`config.mk`:
```
export PLATFORM = sky130hd
export DESIGN_NAME = ps2_dev_tx
export DESIGN_NICKNAME = d
export VERILOG_FILES = /design/src/rtl/ps2tx_pkg.sv /design/src/rtl/ps2tx_sync.sv /design/src/rtl/ps2tx_qdiv.sv /design/src/rtl/ps2tx_framebits.sv /design/src/rtl/ps2_dev_tx.sv
export SDC_FILE = /design/constraint.sdc
export NUM_CORES = 1
export LEC_CHECK = 0
export ABC_AREA = 0
export BUFFER_PORTS_ARGS = -buffer_cell sky130_fd_sc_hd__buf_2
export CAP_MARGIN = 30
export CORE_MARGIN = 3
export CORE_UTILIZATION = 38
export CTS_BUF_LIST = sky130_fd_sc_hd__clkbuf_16
export DETAILED_ROUTE_END_ITERATION = 12
export PLACE_DENSITY_LB_ADDON = 0.25
export SKIP_LAST_GASP = 1
export SLEW_MARGIN = 20
export SYNTH_ARGS = -nofsm -noshare
export SYNTH_HDL_FRONTEND = slang
export SYNTH_HIERARCHICAL = 1
export SYNTH_SLANG_ARGS = --single-unit
export TNS_END_PERCENT = 30
```
`constraint.sdc`:
```
create_clock -name clk -period 2.1 [get_ports clk]
set_input_delay 0.105 -clock clk [delete_from_list [all_inputs] [get_ports clk]]
set_output_delay 0.105 -clock clk [all_outputs]
set_load 0.02 [all_outputs]
```
`src/rtl/ps2tx_pkg.sv`:
```
// Shared constants and types for the PS/2 device-side transmitter.
// Assumes an 11-bit frame and one state register held in the top module.
package ps2tx_pkg;
    localparam int FRAME_LEN      = 11;
    localparam int LAST_ABORT_BIT = 9;
    localparam int BIT_W          = 4;

    typedef enum logic { ST_IDLE, ST_SEND } tx_state_t;

    // Quarter-period position inside one bit cell.
    typedef enum logic [1:0] {
        PH_HOLD  = 2'd0,
        PH_SETUP = 2'd1,
        PH_LOW_A = 2'd2,
        PH_LOW_B = 2'd3
    } phase_t;
endpackage

```
`src/rtl/ps2tx_sync.sv`:
```
// Multi-stage synchroniser for the sampled bus lines.
// Assumes the bus idles high, so every stage resets to 1.
module ps2tx_sync #(
    parameter int WIDTH  = 2,
    parameter int STAGES = 2
) (
    input  logic             clk,
    input  logic             rst_n,
    input  logic [WIDTH-1:0] d,
    output logic [WIDTH-1:0] q
);
    logic [WIDTH-1:0] stg [STAGES];

    // First stage captures the raw line levels.
    always_ff @(posedge clk) begin
        if (!rst_n) stg[0] <= '1;
        else        stg[0] <= d;
    end

    for (genvar s = 1; s < STAGES; s++) begin : g_stage
        // Each later stage retimes the one before it.
        always_ff @(posedge clk) begin
            if (!rst_n) stg[s] <= '1;
            else        stg[s] <= stg[s-1];
        end
    end

    assign q = stg[STAGES-1];
endmodule

```
`src/rtl/ps2tx_qdiv.sv`:
```
// Quarter-period tick generator. It counts system cycles while run is high
// and emits one tick every QTR_CYC cycles. It restarts from zero whenever
// run is low. Assumes QTR_CYC >= 3 so the synchronised clock has settled
// before the contention sample.
module ps2tx_qdiv #(
    parameter int QTR_CYC = 1000
) (
    input  logic clk,
    input  logic rst_n,
    input  logic run,
    output logic tick
);
    localparam int CW = $clog2(QTR_CYC + 1);
    localparam logic [CW-1:0] LAST = CW'(QTR_CYC - 1);

    logic [CW-1:0] cnt;

    // Count up to the quarter boundary, then wrap.
    always_ff @(posedge clk) begin
        if (!rst_n || !run)  cnt <= '0;
        else if (cnt == LAST) cnt <= '0;
        else                  cnt <= cnt + 1'b1;
    end

    assign tick = run && (cnt == LAST);


    cnt_range_chk: assert property (@(posedge clk) disable iff (!rst_n)
        cnt <= LAST);
endmodule

```
`src/rtl/ps2tx_framebits.sv`:
```
// Maps a bit index (0..10) of the frame to the line level for that bit:
// 0 for the start bit, data least significant first, odd parity, 1 for stop.
module ps2tx_framebits
    import ps2tx_pkg::*;
(
    input  logic [7:0]       dbyte,
    input  logic [BIT_W-1:0] idx,
    output logic             level
);
    logic [BIT_W-1:0] didx;

    // Pick the level for the current index.
    always_comb begin
        didx = idx - 4'd1;
        if (idx == 4'd0)      level = 1'b0;
        else if (idx <= 4'd8) level = dbyte[didx[2:0]];
        else if (idx == 4'd9) level = ~^dbyte;
        else                  level = 1'b1;
    end
endmodule

```
`src/rtl/ps2_dev_tx.sv`:
```
// Device-side PS/2 transmitter. It holds one byte, waits for an idle bus,
// then clocks out an 11-bit frame through pull-low enables. It aborts and
// keeps the byte if the host holds CLK low before the tenth rising edge.
// Assumes the line inputs may be asynchronous; they are synchronised here.
module ps2_dev_tx
    import ps2tx_pkg::*;
#(
    parameter int QTR_CYC     = 1000,
    parameter int SYNC_STAGES = 2
) (
    input  logic       clk,
    input  logic       rst_n,
    input  logic [7:0] tx_byte,
    input  logic       tx_req,
    input  logic       ps2_clk_in,
    input  logic       ps2_data_in,
    output logic       ps2_clk_pull,
    output logic       ps2_data_pull,
    output logic       tx_done,
    output logic       retry_pending
);
    localparam logic [BIT_W-1:0] STOP_IDX  = BIT_W'(FRAME_LEN - 1);
    localparam logic [BIT_W-1:0] ABORT_MAX = BIT_W'(LAST_ABORT_BIT);

    tx_state_t        state;
    logic [1:0]       phase;
    logic [BIT_W-1:0] bitn;
    logic [7:0]       hold_q;
    logic             pending;
    logic             data_lvl;
    logic             done_q;
    logic             retry_q;
    logic             clk_s;
    logic             data_s;
    logic             tick;
    logic             cur_lvl;
    logic             busy;
    logic             go;
    logic             host_grab;
    logic             frame_end;

    ps2tx_sync #(.WIDTH(2), .STAGES(SYNC_STAGES)) u_sync (
        .clk   (clk),
        .rst_n (rst_n),
        .d     ({ps2_clk_in, ps2_data_in}),
        .q     ({clk_s, data_s})
    );

    ps2tx_qdiv #(.QTR_CYC(QTR_CYC)) u_div (
        .clk   (clk),
        .rst_n (rst_n),
        .run   (busy),
        .tick  (tick)
    );

    ps2tx_framebits u_bits (
        .dbyte (hold_q),
        .idx   (bitn),
        .level (cur_lvl)
    );

    assign busy      = (state == ST_SEND);
    assign go        = (state == ST_IDLE) && pending && !tx_req && clk_s && data_s;
    assign host_grab = busy && (phase == PH_SETUP) && tick && !clk_s && (bitn <= ABORT_MAX);
    assign frame_end = busy && (phase == PH_LOW_B) && tick && (bitn == STOP_IDX);

    // Sequence the idle/send state, the quarter phase and the bit index.
    always_ff @(posedge clk) begin
        if (!rst_n) begin
            state <= ST_IDLE;
            phase <= PH_HOLD;
            bitn  <= '0;
        end else if (go) begin
            state <= ST_SEND;
            phase <= PH_HOLD;
            bitn  <= '0;
        end else if (host_grab || frame_end) begin
            state <= ST_IDLE;
            phase <= PH_HOLD;
        end else if (busy && tick) begin
            phase <= phase + 2'd1;
            if (phase == PH_LOW_B) bitn <= bitn + 1'b1;
        end
    end

    // Present the next bit one quarter after CLK is released; idle high otherwise.
    always_ff @(posedge clk) begin
        if (!rst_n)                             data_lvl <= 1'b1;
        else if (host_grab || frame_end)        data_lvl <= 1'b1;
        else if (busy && tick && phase == PH_HOLD) data_lvl <= cur_lvl;
    end

    // Capture or replace the held byte while idle; drop it on completion.
    always_ff @(posedge clk) begin
        if (!rst_n) begin
            hold_q  <= '0;
            pending <= 1'b0;
        end else if (state == ST_IDLE && tx_req) begin
            hold_q  <= tx_byte;
            pending <= 1'b1;
        end else if (frame_end) begin
            pending <= 1'b0;
        end
    end

    // Report completion as a pulse and keep the retry flag between abort and resend.
    always_ff @(posedge clk) begin
        if (!rst_n) begin
            done_q  <= 1'b0;
            retry_q <= 1'b0;
        end else begin
            done_q <= frame_end;
            if (host_grab)      retry_q <= 1'b1;
            else if (frame_end) retry_q <= 1'b0;
        end
    end

    assign ps2_clk_pull  = busy && phase[1];
    assign ps2_data_pull = busy && !data_lvl;
    assign tx_done       = done_q;
    assign retry_pending = retry_q;


    start_idle_chk: assert property (@(posedge clk) disable iff (!rst_n)
        $rose(busy) |-> $past(clk_s && data_s));


    data_hold_chk: assert property (@(posedge clk) disable iff (!rst_n)
        ps2_clk_pull |-> $stable(ps2_data_pull));


    abort_release_chk: assert property (@(posedge clk) disable iff (!rst_n)
        $rose(retry_pending) |-> (!ps2_clk_pull && !ps2_data_pull));


    late_abort_chk: assert property (@(posedge clk) disable iff (!rst_n)
        $rose(retry_pending) |-> ($past(bitn) <= ABORT_MAX));


    done_pulse_chk: assert property (@(posedge clk) disable iff (!rst_n)
        tx_done |=> !tx_done);


    done_clears_retry_chk: assert property (@(posedge clk) disable iff (!rst_n)
        tx_done |-> !retry_pending);
endmodule

```
==> reports/metrics.yaml <==
status:
  outcome: "finished clean"
worst_setup_path:
  critPathMaxStageDelay_ns: 0.49
  start_kind: "flop"
  crit_slowest_cell: "or4_1"
  r2r_cells: 8
  worst-endpoint-required_ns: 2.30
  worst_setup_path_end_kind: "flop"
  timing.rr.end: "bitn[3]"
  worstPathArrival_ns: 2.23
  cp_top_family: "simple AND/OR/NAND/NOR gates"
  r2r_start: "u_div/cnt[0]"
  cp_cell_sequence: "ha_2 > and4bb_2 > nand2_2 > nor3_2 > and2_4 > nand2_4 > or4_1 > a21oi_1"
  ff2ff_setup_slack_ns: 0.07
  path_max_fanout: 6
  worstSetupPathType: "reg -> reg"
  crit_buf_inv: 0
hold_path:
  holdPathStages: 2
  min_path_type: "in -> reg"
  min-delay-start: "ps2_data_in"
  hold_path_end: "u_sync/stg[0][0]"
power_and_ir_drop:
  clkPwrFrac_pct: 51.4
  pwr_density_cell_nw_per_um2: 737
  ir_worst_vdd_mv: 0.478
  p_sw_share_pct: 20.5
  p_int_mw: 1.24
  p_leak_nw: 0.839
  pwr-share-comb_pct: 6.7
  switching_power_mw: 0.320
  p_seq_share_pct: 41.9
synth:
  yosysWarnings: 6
  synth_nets: 214
  ys_async_sr_fraction_pct: 0
  ys_seq_area_share_pct: 39.3
  ys.flop_type: "dfxtp_1"
  synth_seq_cells: 33
  synth_cell_type_count: 44
  synth_edf_count: 0
  syn-mean-instance-area_um2: 8.85
  synth_cells: 190
  syn_area_um2: 1680
grt:
  grt_pass1_vias: 1296
  grt_max_degree: 13
  grtUsageTotal_pct: 14.8
  antenna_found_initial: 0
  grt_overflow: 0
  grt_pass1_wl_um: 5960
routing:
  drc: 0
  vias: 1376
  routed_via_density: 5.06
  drt_iter0_drc: 39
  wl_met2_um: 1500
  antenna_left: 0
  highest_layer: "met4"
  met1_length_um: 1730
  first_pass_iters: 4
  post_drt_wl_per_cell_um: 12.7
  totalWireLength_um: 3450
  wl_met3_um: 153
cells_and_area:
  fin_nets: 246
  area_growth_pct: 26.1
  diodes: 0
  drive_above_1_share_pct: 26.6
  fillers: 405
floorplan:
  ios: 17
  die_x_um: 72.5
  start_util_pct: 40.6
  dieArea_um2: 5260
  core-area_um2: 4140
  die_h_um: 72.5
  rows: 23
timing:
  setup_tns_ns: 0
  finalSetupViolations: 0
  fin_crit_sh_pct: 96.8
  report.final.slew_viol_count: 0
  rsz0062_at_grt: "true"
  clock_skew_ns: 0.00247
  layout_setup_ws_ns: 0.0682
  clock.fmax_ghz: 0.492
  period_needed_ns: 2.03
  worstMarginPinSlew_ns: 0.783
  slew_headroom_pct: 47.8
  hold_violations: 0
placement:
  place_congestion: 0.770
  preCtsSetupSlack_ns: -0.0416
  port_buffers: 16
  hpwl_um: 2460
cts:
  clk_latency_ns: 0.27
  cts_sinks: 33
  cts-root-buf: "clkbuf_16"
  cts_max_path_buffers: 2
  cts_tree: "built"
  htreeDepth: 2
  numCtsBuffers: 5
  clk_pin_slew_ns: 0.05
job:
  drv_cap: 0
[flip-flops by register name (all words and copies together) (netlist names)]
name,cells
bitn,4
busy,1
data_lvl,1
hold_q,8
pending,1
phase,2
retry_pending,1
tx_done,1
u_div/cnt,10
u_sync/stg,4
[layer usage]
layer,global-route usage (%),up-vias
li1,-,719
met1,19.9,632
met2,21.9,19
met3,4.99,6
met4,5.53,0
met5,0,-
[worst max-delay path by stage]
stage	cells after the start	to	startpoint
after CTS	8	data_lvl	bitn[0]
after floorplan	9	bitn[1]	u_div/cnt[0]
after global routing	8	bitn[3]	u_div/cnt[0]
after global placement	8	data_lvl	bitn[0]
after detailed placement	8	data_lvl	bitn[0]
final	8	bitn[3]	u_div/cnt[0]
[power by group through the flow]
stage | sequential [mW] | clock, mW | combinational [mW]
finish | 0.655 | 0.804 | 0.104
global route | 0.656 | 0.855 | 0.117
CTS | 0.654 | 0.830 | 0.102
detailed placement | 0.668 | 0 | 0.101
global placement | 0.668 | 0 | 0.0996
floorplan | 0.667 | 0 | 0.0656
[what timing repair did]
action	CTS	global route
setup endpoints to repair	3	11
pin swaps	0	5
gates resized for setup	4	13
hold buffers	0	0
buffers inserted	0	1
[logic make-up after synthesis]
logic type	synth area share, %
adder cells (fa/ha/maj)	8.18
XOR/XNOR	6.25
multiplexers	4.39
buffers and inverters	3.87
AO/OA/AOI/OAI	11.4
AND/OR/NAND/NOR	26.6
flip-flops	39.3
[placed cells by master (no fill, tap or decap), types with 5 or more instances in the layout]
| cell type | netlist | final |
|---|---|---|
| a21oi_1 | 18 | 16 |
| buf_2 | 1 | 16 |
| buf_4 | 0 | 14 |
| clkbuf_16 | 0 | 5 |
| dfxtp_1 | 33 | 31 |
| ha_1 | 11 | 9 |
| inv_1 | 10 | 8 |
| nand2_1 | 29 | 28 |
| nand2b_1 | 7 | 7 |
| nand3_1 | 8 | 8 |
| nor2_1 | 12 | 12 |
| xnor2_1 | 9 | 9 |
[cells in the mapped netlist (2+ instances only)]
library cell / number / share of area [%]
mux4_1: 2 / 3.1
or4_1: 3 / 1.3
and2_1: 2 / 0.74
nor3_1: 3 / 0.89
nand2b_1: 7 / 2.6
xnor2_1: 9 / 4.7
a21oi_1: 18 / 5.4
nand4_1: 3 / 1.1
nor2_1: 12 / 2.7
nand2_1: 29 / 6.5
o21ai_0: 2 / 0.60
clkbuf_1: 2 / 0.45
a31oi_1: 2 / 0.74
ha_1: 11 / 8.2
or3_1: 3 / 1.1
xor2_1: 3 / 1.6
o31ai_1: 3 / 1.3
o21bai_1: 2 / 0.89
dfxtp_1: 33 / 39
nand3_1: 8 / 2.4
inv_1: 10 / 2.2
[final cells by class]
class                   instances  area, um2  share of cell area, %
clock buffers                   5        125                   5.90
clock inverters                 2       35.0                   1.65
inverters                      10       37.5                   1.77
multi-input cells             142       1010                   47.6
flip-flops and latches         33        666                   31.4
well taps                      50       62.6                   2.95
repair buffers                 30        185                   8.73
[per-stage QoR]
| step | instance area (um2) | hold slack [ns] | std cells | util [%] | power, mW |
|---|---|---|---|---|---|
| final | 2120 | 0.00560 | 272 | 51.2 | 1.56 |
| after global placement | 1900 | 0.286 | 264 | 45.7 | 0.768 |
| after floorplan | 1680 | 0.178 | 190 | - | 0.733 |
| after CTS | 2080 | 0.00125 | 271 | 50.1 | 1.59 |
| after global routing | 2120 | 0.00676 | 272 | 51.2 | 1.63 |
| after detailed placement | 1900 | 0.291 | 264 | 45.7 | 0.769 |
(Power assumes the default switching activity.)
